<file path="src/rtl/rtn_pkg.sv">
package rtn_pkg;
  // Strobes from the sequencer to the adder datapath
  typedef struct packed {
    logic fire;       // take one word from every child this cycle
    logic firstWord;  // word is the least significant of a result
  } rtn_strobe_t;
endpackage

</file>
<file path="src/rtl/rtn_seq.sv">
module rtn_seq
  import rtn_pkg::*;
#(
  parameter int NUM_IN    = 4,
  parameter int BATCH     = 48,
  parameter int WORDS_PER = 2
) (
  input  logic              clk,
  input  logic              rstN,
  input  logic              start,
  input  logic [NUM_IN-1:0] inValid,
  input  logic              outFree,
  output rtn_strobe_t       strobe,
  output logic              done
);
  localparam int WORD_TOTAL = BATCH * WORDS_PER;
  localparam int CNT_W      = $clog2(WORD_TOTAL + 1);
  localparam int PH_W       = (WORDS_PER > 1) ? $clog2(WORDS_PER) : 1;
  localparam logic [CNT_W-1:0] LAST_CNT = CNT_W'(WORD_TOTAL - 1);
  localparam logic [PH_W-1:0]  LAST_PH  = PH_W'(WORDS_PER - 1);

  typedef enum logic {S_IDLE, S_RUN} state_t;

  state_t           state;
  logic [CNT_W-1:0] wordCnt;
  logic [PH_W-1:0]  phase;
  logic             lastWord;

  always_comb begin
    strobe.fire      = (state == S_RUN) && (&inValid) && outFree;
    strobe.firstWord = (phase == '0);
    lastWord         = (wordCnt == LAST_CNT);
  end

  always_ff @(posedge clk) begin
    if (!rstN) begin
      state   <= S_IDLE;
      wordCnt <= '0;
      phase   <= '0;
      done    <= 1'b0;
    end else begin
      done <= 1'b0;
      case (state)
        S_IDLE: begin
          if (start) begin
            state   <= S_RUN;
            wordCnt <= '0;
            phase   <= '0;
          end
        end
        S_RUN: begin
          if (strobe.fire) begin
            wordCnt <= wordCnt + 1'b1;
            phase   <= (phase == LAST_PH) ? '0 : phase + 1'b1;
            if (lastWord) begin
              state <= S_IDLE;
              done  <= 1'b1;
            end
          end
        end
        default: state <= S_IDLE;
      endcase
    end
  end
endmodule

</file>
<file path="src/rtl/rtn_sum.sv">
module rtn_sum
  import rtn_pkg::*;
#(
  parameter int NUM_IN = 4,
  parameter int DATA_W = 32
) (
  input  logic                     clk,
  input  logic                     rstN,
  input  rtn_strobe_t              strobe,
  input  logic [NUM_IN*DATA_W-1:0] inData,
  input  logic                     outReady,
  output logic                     outValid,
  output logic [DATA_W-1:0]        outData,
  output logic                     outFree
);
  localparam int CW    = $clog2(NUM_IN);
  localparam int SUM_W = DATA_W + CW;

  logic [CW-1:0]    carryReg;
  logic [CW-1:0]    carryIn;
  logic [SUM_W-1:0] acc;

  always_comb begin
    carryIn = strobe.firstWord ? '0 : carryReg;
    acc     = {{DATA_W{1'b0}}, carryIn};
    for (int i = 0; i < NUM_IN; i++) begin
      acc = acc + {{CW{1'b0}}, inData[i*DATA_W +: DATA_W]};
    end
    outFree = !outValid || outReady;
  end

  always_ff @(posedge clk) begin
    if (!rstN) begin
      outValid <= 1'b0;
      outData  <= '0;
      carryReg <= '0;
    end else if (strobe.fire) begin
      outValid <= 1'b1;
      outData  <= acc[DATA_W-1:0];
      carryReg <= acc[SUM_W-1:DATA_W];
    end else if (outReady) begin
      outValid <= 1'b0;
    end
  end
endmodule

</file>
<file path="src/rtl/rtn_bcast.sv">
module rtn_bcast #(
  parameter int DATA_W = 32
) (
  input  logic              clk,
  input  logic              rstN,
  input  logic              srcValid,
  input  logic [DATA_W-1:0] srcData,
  output logic              dstValid,
  output logic [DATA_W-1:0] dstData
);
  always_ff @(posedge clk) begin
    if (!rstN) begin
      dstValid <= 1'b0;
      dstData  <= '0;
    end else begin
      dstValid <= srcValid;
      dstData  <= srcData;
    end
  end
endmodule

</file>
<file path="src/rtl/rtn_node.sv">
module rtn_node
  import rtn_pkg::*;
#(
  parameter int DATA_W    = 32,
  parameter int NUM_IN    = 4,
  parameter int BATCH     = 48,
  parameter int WORDS_PER = 2
) (
  input  logic                     clk,
  input  logic                     rstN,
  input  logic                     start,
  input  logic [NUM_IN-1:0]        inValid,
  input  logic [NUM_IN*DATA_W-1:0] inData,
  output logic [NUM_IN-1:0]        inReady,
  output logic                     outValid,
  output logic [DATA_W-1:0]        outData,
  input  logic                     outReady,
  output logic                     done,
  input  logic                     bcastInValid,
  input  logic [DATA_W-1:0]        bcastInData,
  output logic                     bcastOutValid,
  output logic [DATA_W-1:0]        bcastOutData
);
  rtn_strobe_t strobe;
  logic        outFree;

  rtn_seq #(.NUM_IN(NUM_IN), .BATCH(BATCH), .WORDS_PER(WORDS_PER)) u_seq (
    .clk(clk), .rstN(rstN), .start(start), .inValid(inValid),
    .outFree(outFree), .strobe(strobe), .done(done)
  );

  rtn_sum #(.NUM_IN(NUM_IN), .DATA_W(DATA_W)) u_sum (
    .clk(clk), .rstN(rstN), .strobe(strobe), .inData(inData),
    .outReady(outReady), .outValid(outValid), .outData(outData), .outFree(outFree)
  );

  rtn_bcast #(.DATA_W(DATA_W)) u_bcast (
    .clk(clk), .rstN(rstN), .srcValid(bcastInValid), .srcData(bcastInData),
    .dstValid(bcastOutValid), .dstData(bcastOutData)
  );

  assign inReady = {NUM_IN{strobe.fire}};
endmodule

</file>
<file path="config.mk">
export PLATFORM = sky130hd
export DESIGN_NAME = rtn_node
export DESIGN_NICKNAME = d
export VERILOG_FILES = /design/src/rtl/rtn_pkg.sv /design/src/rtl/rtn_seq.sv /design/src/rtl/rtn_sum.sv /design/src/rtl/rtn_bcast.sv /design/src/rtl/rtn_node.sv
export SDC_FILE = /design/constraint.sdc
export NUM_CORES = 1
export LEC_CHECK = 0
export ABC_AREA = 1
export BUFFER_PORTS_ARGS = -buffer_cell sky130_fd_sc_hd__buf_2
export CAP_MARGIN = 20
export CORE_MARGIN = 4
export CORE_UTILIZATION = 40
export DETAILED_ROUTE_END_ITERATION = 12
export PLACE_DENSITY = 0.74
export SLEW_MARGIN = 0
export SYNTH_ARGS = -nofsm -noshare
export SYNTH_HDL_FRONTEND = slang
export SYNTH_SLANG_ARGS = --single-unit
</file>
<file path="constraint.sdc">
create_clock -name clk -period 3.7 [get_ports clk]
set_input_delay 0.185 -clock clk [delete_from_list [all_inputs] [get_ports clk]]
set_output_delay 0.185 -clock clk [all_outputs]
set_load 0.02 [all_outputs]
</file>
---- Yosys cells after proc, flatten, opt, wreduce, memory -nomap -nowiden ----
Index checks and enable logic that the tools add are counted.
Widths: inputs -> output; s select.
operators by class
  eq/ne operators ......................... 3
  add/subtract/negate cells ............... 6
  reductions and logical operators ........ 8
  mux-type cells .......................... 15
  bitwise operators ....................... 1
operators by type and width
  kind                 count
  $add 34x32->34       3
  $add 2x32->33        1
  $mux 7               2
  $pmux 7 s2           1
  $mux 1               9
  $add 7x1->7 const B  1
  $eq 7x7->1 const B   1
  $ne 2x2->1 const B   2
  $pmux 1 s2           2
  $reduce_and 4->1     1
  $reduce_and 3->1     1
  $logic_and 1x1->1    2
  $mux 2               1
  $reduce_and 2->1     1
  $reduce_bool 2->1    1
  $add 1x1->1 const B  1
  $logic_not 1->1      1
  $logic_or 1x1->1     1
  $not 1->1            1
storage, ports and cells
  output and inout port bits .............. 71
  word-level logic and storage cells ...... 42
  register bits after elaboration ......... 78

---- Depth between registers and ports, before layout ----
Gate-level depths: netlist (run 1).
  word-level depth ........................ 5
  gate-level depth with buffers ........... 30

---- Hierarchy ----
Synthesis (run 1) repeated with hierarchy kept, for this count alone.
unflattened totals
  cell total of the unflattened synthesis .. 1014
  area total of the unflattened synthesis .. 6970.4 µm²
by module, submodules not included
  module     instances  sequential area each (µm²)  area each (µm²)  cells an instance
  rtn_sum    1          700.7                       5391.4           827
  rtn_bcast  1          660.6                       982.2            103
  rtn_seq    1          200.2                       574.3            81
  rtn_node   1          0.0                         22.5             3

---- Worst setup path before layout (run 1) ----
Ideal clock, no wire load.
  path type ............................... register to register
  start point ............................. register u_seq.phase
  end point ............................... register u_sum.outData[29]
  arrival time ............................ 3.778 ns
  clock period less this slack ............ 3.895 ns
  path buffers ............................ 0
  path slack .............................. -0.195 ns
  cell stages (with the launch flop) ...... 26
  cells stage by stage .................... dfxtp_1 -> nand2_1 -> inv_1 -> ha_1 -> fa_1 -> nand3_2 -> nor3_2 -> inv_1 -> nor2_1 -> nand4_1 -> xor2_1 -> inv_1 -> fa_1 -> inv_1 -> fa_1 -> inv_1 -> ha_1 -> nand2_1 -> nor2_1 -> inv_1 -> nor3_1 -> nand2_1 -> nand3_1 -> nand2_1 -> nor2_1 -> nor2_1
between the ends
  word-level cells in the longest chain between the ends .. 5
RTL lines
  item                          line           source
  start, declared               rtn_seq.sv:26  logic [PH_W-1:0] phase;
  start signal, assigned        rtn_seq.sv:54  phase <= (phase == LAST_PH) ? '0 : phase + 1'b1;
  $mux 2                        rtn_sum.sv:24  carryIn = strobe.firstWord ? '0 : carryReg;
  $add 2x32->33                 rtn_sum.sv:27  acc = acc + {{CW{1'b0}}, inData[i*DATA_W +: DATA_W]};
  $add 34x32->34 (3 in series)  rtn_sum.sv:27
  end signal, assigned          rtn_sum.sv:39  outData <= acc[DATA_W-1:0];
  end, declared                 rtn_sum.sv:13  output logic [DATA_W-1:0] outData,
No other way between the ends.
A chain may end at the register's enable or synchronous reset.

---- Worst setup path after layout (run 1) ----
  start point ............................. register u_seq.phase
  end point ............................... register u_sum.carryReg[1]
between the ends
  word-level cells in the longest chain between the ends .. 5
RTL lines
  item                          line           source
  $mux 2                        rtn_sum.sv:24
  $add 2x32->33                 rtn_sum.sv:27
  $add 34x32->34 (3 in series)  rtn_sum.sv:27
  end signal, assigned          rtn_sum.sv:40  carryReg <= acc[SUM_W-1:DATA_W];
  end, declared                 rtn_sum.sv:19  logic [CW-1:0] carryReg;
No other way between the ends.

==> results.md, run 1 <==
* Grt total ovfl at 0
* Drt wl/cell at roughly 13 um
* CORE AREA at 0.0195 sq mm
* Pwr Total at around 0.0051 W
* Drt total wl at approximately 25 mm
* ANT cells at 0
* Clock share of power at 0.179
* Comb pwr share at 0.649
* Clock Sinks at between 70 and 80
* CTS Buf Count at 9
* Drt drc at 0
* Slew Limit Fails at 0
* Pin count of the biggest net entering global routing at 48
* Post-synth ARST share at 0
* R2R setup slack at -560 ps
* IO Pins at 240
* WP data required at a little under 4000 ps
* Reg-to-reg startpoint: u_seq.phase
* Clk slew on worst S/H paths at ~70 ps
* Layout Nets at about 1.9k
* Count leader, synth: inv_1
* Area contributors post-synth: dfxtp_1, inv_1, nand2_1
* R2R Path End: u_sum.carryReg[1]
* Max Freq at approximately 230 MHz
* Post-layout min period at around 4300 ps
* WHS Endpoint: u_bcast.dstData[21]
* Worst path bufs/invs at 8
* PortBufs at roughly 240
* Switching share of power at 0.446
* Rel. slew slack at 0.475
* Net Sw Power at 0.00227 W
* Share of cells above drive strength 1 at 0.389
* CTS tree: done
* Crit-path max FO at 4
* Total Routing Usage GR at 0.219
* Routability cong. at a little over 0.9
* Final Cycle Share at 1.15
* Max_cap viols at 0
* Final WS setup at -565 ps
* Area leader, netlist: dfxtp_1
* FILL cells at 1717
* Cell family with most CP delay: adder cells
* Hold crit path type: input port to flip-flop
* Failing checks: setup timing
* Fin util at 0.608
* #FFs+latches synth at 78
* Vias per cell at roughly 4.5
* Reg power frac at 0.172
* P_leak at about 6.9 nW
* Setup Skew at 9.05 ps
* Initial Util at 0.406
* Hold Crit Start: bcastInData[21]
* Mapped Avg Cell Area at about 6.5 sq um
* Die outline area at 0.0221 sq mm
* Ys Warns at 0
* Height of the die at around 150 um
* Hold path cells at 3
* Final setup viols at 29
* Final HPWL DP at between 20 and 25 mm
* Top cell type's share of synthesized area at 0.198
* Register area at ~0.0016 sq mm
* Startpoint types: flip-flop
* Slowest stage cell, crit path: fa_1
* Cells after synthesis at around 1.2k
* Post-Place Cells at 1826
* RSZ-0062 raised after global routing: yes
* Crit. End Element: flip-flop
* Worst slew pin tran at a little under 800 ps
* Post-synthesis sequential area ratio at 0.198
* Placement Rows at 51
* Die width at 149 um
* Distinct cells, synth at 38
* Post-synth EDFFs at 0
* CTS Buffer Depth at 2
* Final antenna-violating net count at 0
* First-pass GRT wire length at 39.1 mm
* Prevailing post-synth register cell: dfxtp_1
* Clk_lat worst skew at roughly 330 ps
* Syn Nets at between 1k and 1.5k
* Commonest cells post-synth: inv_1, nand2_1, dfxtp_1
* Status: complete, but fails checks
* Initial antenna violation count at 0
* P&R area growth vs syn at 49.6%
* Int Pwr at between 0.002 and 0.003 W
* Hold buffer count at CTS at 0
* Max H-tree Level at 3
* Via count at 8329
* DRT iter0 DRCs at about 380
* Drt first pass iters at 5
* Number of global-route vias before repair at ~8.3k
* R2R cell count at 27
* Root buffer cell: clkbuf_16
* VDD IR-drop max at about 0.24 mV
* Area of the multi-input gates at between 0.005 and 0.006 sq mm
* Kind of critical path: flip-flop to flip-flop
* Syn Std Cell Area at about 0.0079 sq mm
* Power per cell area at approximately 430 mW/mm^2
* Final Hold Viols at 0
* Layout Cells excl Fill at approximately 1.9k
* Critical path arrival at ~4500 ps
* CP max stage delay at 510 ps
## power groups by stage
| stage | Clock, W | Combinational, W | Sequential, W |
|---|---|---|---|
| after global placement | 0 | 0.00253 | 0.000892 |
| after detailed placement | 0 | 0.00256 | 0.000893 |
| after global routing | 0.000961 | 0.00365 | 0.000876 |
| final | 0.000912 | 0.00330 | 0.000874 |
| after floorplan | 0 | 0.00157 | 0.000925 |
| after CTS | 0.000929 | 0.00299 | 0.000874 |
## kinds of logic (layout without fill, tap and decap cells)
| family | count (synthesis) | after routing | share of synthesized area |
|---|---|---|---|
| and+or+nand+nor | 523 | 523 | 0.279 |
| buffers and inverters | 391 | 763 | 0.188 |
| adders and majority gates | 102 | 102 | 0.223 |
| AOI/OAI and AO/OA | 86 | 86 | 0.0647 |
| DFF | 78 | 78 | 0.198 |
| xor gates and xnor gates | 43 | 43 | 0.0476 |
## worst min-delay path, stage by stage
cell and delay [ps]:
buf_2 70, nand2_1 40, inv_1 40
## worst max path at each step
stage / start / end / slack, ps / cells past startpoint
after floorplan: u_seq.phase / u_sum.outData[29] / -130 / 27
after global placement: u_seq.phase / u_sum.carryReg[1] / -600 / 27
after detailed placement: u_seq.phase / u_sum.carryReg[1] / -640 / 27
after CTS: u_seq.phase / u_sum.carryReg[1] / -470 / 31
after global routing: u_seq.phase / u_sum.outData[31] / -800 / 31
final: u_seq.phase / u_sum.carryReg[1] / -560 / 27
## flip-flops by register name, summed over array words and instances (netlist names)
name              flops
u_bcast.dstData      32
u_bcast.dstValid      1
u_seq.done            1
u_seq.phase           1
u_seq.state           1
u_seq.wordCnt         7
u_sum.carryReg        2
u_sum.outData        32
u_sum.outValid        1
## cells in the final DEF, fill, tap and decap left out, types with 3 or more instances in the layout
cell type,count
inv_1,345
nand2_1,278
buf_2,239
buf_4,127
dfxtp_1,77
fa_1,62
nand2_2,61
nor2_1,47
nand3_1,33
inv_2,28
ha_4,26
a21oi_1,22
xor2_1,18
o21ai_0,18
nor2_4,17
o21bai_1,16
xor2_2,15
nand2_4,14
nor2_2,14
a21oi_2,13
o21a_1,12
nor3_1,11
clkbuf_16,9
nor3_2,8
nand3_2,8
nand4_1,7
xnor2_1,7
ha_1,7
buf_6,6
nand3_4,4
inv_6,4
nor4_1,4
ha_2,4
nor3_4,3
fa_2,3
## stage by stage
stage	setup slack (ps)	instance area [sq um]	hold WS (ps)	setup TNS [ps]
3_5_place_dp	-635	10400	369	-12100
2_1_floorplan	-132	8110	283	-845
6_report	-565	11800	25.6	-11280
4_1_cts	-468	11400	18.4	-7760
5_1_grt	-796	11800	20.1	-18660
3_3_place_gp	-597	10400	365	-10680
## repair_timing
item	CTS	global route
buffers inserted	10	8
resized for setup	135	83
pin swaps	25	35
setup endpoints to repair	29	31
endpoints found under the hold margin	0	0
## final cells by class
cell class | count | share of cell area
Sequential cell | 78 | 0.132
Inverter | 374 | 0.119
Clock buffer | 9 | 0.0190
Timing Repair Buffer | 373 | 0.189
Multi-Input combinational cell | 754 | 0.506
Tap cell | 265 | 0.0280
Clock inverter | 7 | 0.00677
## metal layers
| layer | wire [um] | vias up | GRT usage | share of wire |
|---|---|---|---|---|
| met5 | 0 | - | 0 | 0 |
| li1 | - | 4256 | - | - |
| met3 | 1500 | 28 | 0.0317 | 0.060 |
| met2 | 11900 | 259 | 0.379 | 0.48 |
| met1 | 11100 | 3786 | 0.290 | 0.44 |
| met4 | 410 | 0 | 0.0480 | 0.016 |
Power figures use the tool's default switching activity.
==> inputs of run 2 (changes only) <==
Settings changed: ABC_CLOCK_PERIOD_IN_PS set to 3700, PLACE_DENSITY 0.74 to 0.67.
==> run 2 against run 1 <==
The run still ends with setup timing left. Largest cell class unchanged. Cell area down 1.2%. Maximum frequency up 1.1%. Via count down 1.1%. Worst setup slack better by 48 ps. Sequential power about the same. Highest routed layer unchanged. First-iteration DRC count down 29%. Non-clock buffer count down 3. Critical endpoint unchanged. Global-route usage up 0.42 points.
==> results.md, run 2 (same netlist as run 1, synthesis figures left out) <==
* Final antenna-violating net count at 0 (unchanged)
* Crit-path max FO at 4 (unchanged)
* Height of the die at 149 um (unchanged)
* Setup Skew at 10.6 ps (+1.58 ps)
* Max_cap viols at 0 (unchanged)
* CTS Buf Count at 9 (unchanged)
* PortBufs at 239 (unchanged)
* Crit path capture: u_sum.carryReg[1]
* Worst path bufs/invs at 6 (-2)
* Clk_lat worst skew at 330 ps (about the same)
* Pin count of the biggest net entering global routing at 51 (+6.3%)
* Clock Sinks at 78 (unchanged)
* Layout Nets at 1858 (-0.16%)
* Initial Util at 0.406 (unchanged)
* Slew Limit Fails at 0 (unchanged)
* Drt first pass iters at 4 (-1)
* Failing checks: setup timing
* Drt wl/cell at 13.4 um (+0.35%)
* Pwr Total at 0.00508 W (-0.12%)
* R2R Path End: u_sum.carryReg[1]
* Total Routing Usage GR at 0.223 (+0.00418)
* CP max stage delay at 490 ps (-20 ps)
* Final WS setup at -517 ps (+47.8 ps)
* Drt drc at 0 (unchanged)
* R2R setup slack at -520 ps (+50 ps)
* CTS tree: done
* R2R cell count at 27 (unchanged)
* Root buffer cell: clkbuf_16
* Grt total ovfl at 0 (unchanged)
* ANT cells at 0 (unchanged)
* Via count at 8235 (-1.1%)
* CORE AREA at 0.0195 sq mm (unchanged)
* Cell mode on critical path: nand2_1
* Number of global-route vias before repair at 8398 (+0.64%)
* IO Pins at 240 (unchanged)
* Status: complete, but fails checks
* Slowest stage cell, crit path: fa_1
* FILL cells at 1868 (+8.8%)
* Kind of critical path: flip-flop to flip-flop
* Final HPWL DP at 21.0 mm (+1.1%)
* Critical path arrival at 4460 ps (-40 ps)
* Crit. End Element: flip-flop
* Vias per cell at 4.43 (-0.97%)
* Worst slew pin tran at 826 ps (+40.4 ps)
* Die outline area at 0.0221 sq mm (unchanged)
* P&R area growth vs syn at 47.9%
* RSZ-0062 raised after global routing: yes
* Die width at 149 um (unchanged)
* Pre-CTS setup slack at -665 ps (-30.0 ps)
* Area of the multi-input gates at 0.00584 sq mm (-2.3%)
* Register area at 0.00156 sq mm (about the same)
* P_leak at 6.84 nW (-0.20%)
* VDD IR-drop max at 0.220 mV (-9.9%)
* WP depth at 27 (unchanged)
* Share of cells above drive strength 1 at 0.372 (-0.0169)
* Cell family with most CP delay: adder cells
* Power per cell area at 435 mW/mm^2 (+1.0%)
* Rel. slew slack at 0.448 (-0.0270)
* Clk slew on worst S/H paths at 70 ps (about the same)
* Hold path cells at 3 (unchanged)
* Placement Rows at 51 (unchanged)
* Hold crit path type: input port to flip-flop
* Crit. Startpoint: u_sum.carryReg[0]
* Most common cell after layout, fill and taps aside: inv_1
* Final setup viols at 29 (unchanged)
* Max H-tree Level at 3 (unchanged)
* Startpoint types: flip-flop
* First-pass GRT wire length at 39.9 mm (+2.0%)
* Initial antenna violation count at 0 (unchanged)
* Final Hold Viols at 0 (unchanged)
* Final Cycle Share at 1.14 (-0.0129)
* DRT iter0 DRCs at 266 (-29%)
* Routability cong. at 0.946 (+4.5%)
* Reg-to-reg startpoint: u_sum.carryReg[0]
* Most frequent cells in the layout: inv_1, nand2_1, buf_2
* Max Freq at 237 MHz (+1.1%)
* Regs by FF count: u_bcast.dstData (32), u_sum.outData (32), u_seq.wordCnt (7)
* CTS Buffer Depth at 2 (unchanged)
* Post-layout min period at 4220 ps (-47.8 ps)
* Drt total wl at 25.0 mm (+0.19%)
* WP data required at 3940 ps (about the same)
## run 2: worst min path at each step
stage	end	slack, ps	startpoint
after floorplan	u_bcast.dstData[0]	280	bcastInData[0]
after global placement	u_bcast.dstData[30]	360	bcastInData[30]
after detailed placement	u_bcast.dstData[6]	370	bcastInData[6]
after CTS	u_bcast.dstData[6]	20	bcastInData[6]
after global routing	u_bcast.dstData[3]	40	bcastInData[3]
final	u_bcast.dstData[3]	30	bcastInData[3]
## run 2: power breakdown
part	leakage [nW]	switching, W	internal [W]	total [W]
sequential	0.639	0.00000796	0.000866	0.000874
combinational	6.05	0.00183	0.00141	0.00325
clock	0.150	0.000363	0.000596	0.000959
## run 2: metrics by stage
stage	TNS, ps	area [sq um]	util	std cells	hold WS (ps)
after floorplan	-845	8110	-	1223	283
after CTS	-9960	11400	0.585	1851	23.0
after detailed placement	-14460	10400	0.534	1823	370
final	-10460	11700	0.601	1857	33.4
after global routing	-17630	11700	0.601	1857	39.2
after global placement	-12610	10400	0.534	1823	365
## run 2: layout make-up
type | instances | share of cell area
flip-flops and latches | 78 | 0.134
multi-input cells | 754 | 0.500
inverters | 374 | 0.120
repair buffers | 370 | 0.190
clock buffers | 10 | 0.0196
clock inverters | 6 | 0.00792
well taps | 265 | 0.0284
## run 2: worst register-to-register path, stage by stage (launching register included)
cell and delay [ps]:
dfxtp_2 350, nand2_1 50, inv_1 50, ha_2 190, fa_2 230, nand3_4 80
nor3_4 160, buf_6 130, nand2_4 70, nor2_4 130, nand4_4 100, buf_4 160
xor2_2 150, fa_1 480, inv_1 50, fa_1 490, inv_2 50, ha_4 300
nand2_4 80, nor2_4 120, and2_4 140, nand2_1 60, nand2_2 110, nand2_1 80
nand3_1 80, nand3_2 90, nand2_1 100, inv_1 40
## run 2: routing by layer
| metal | vias to the layer above | track usage | part of all wire |
|---|---|---|---|
| met5 | - | 0 | 0 |
| met1 | 3701 | 0.298 | 0.46 |
| met3 | 28 | 0.0293 | 0.061 |
| met4 | 0 | 0.0485 | 0.013 |
| met2 | 250 | 0.385 | 0.47 |
| li1 | 4256 | - | - |
## run 2: what timing repair did
item | 4_1_cts | 5_1_grt
hold endpoints to repair | 0 | 0
setup buffers | 12 | 6
resized for setup | 139 | 51
pin swaps | 49 | 22
hold buffers | 0 | 0
endpoints found under the setup margin | 30 | 30
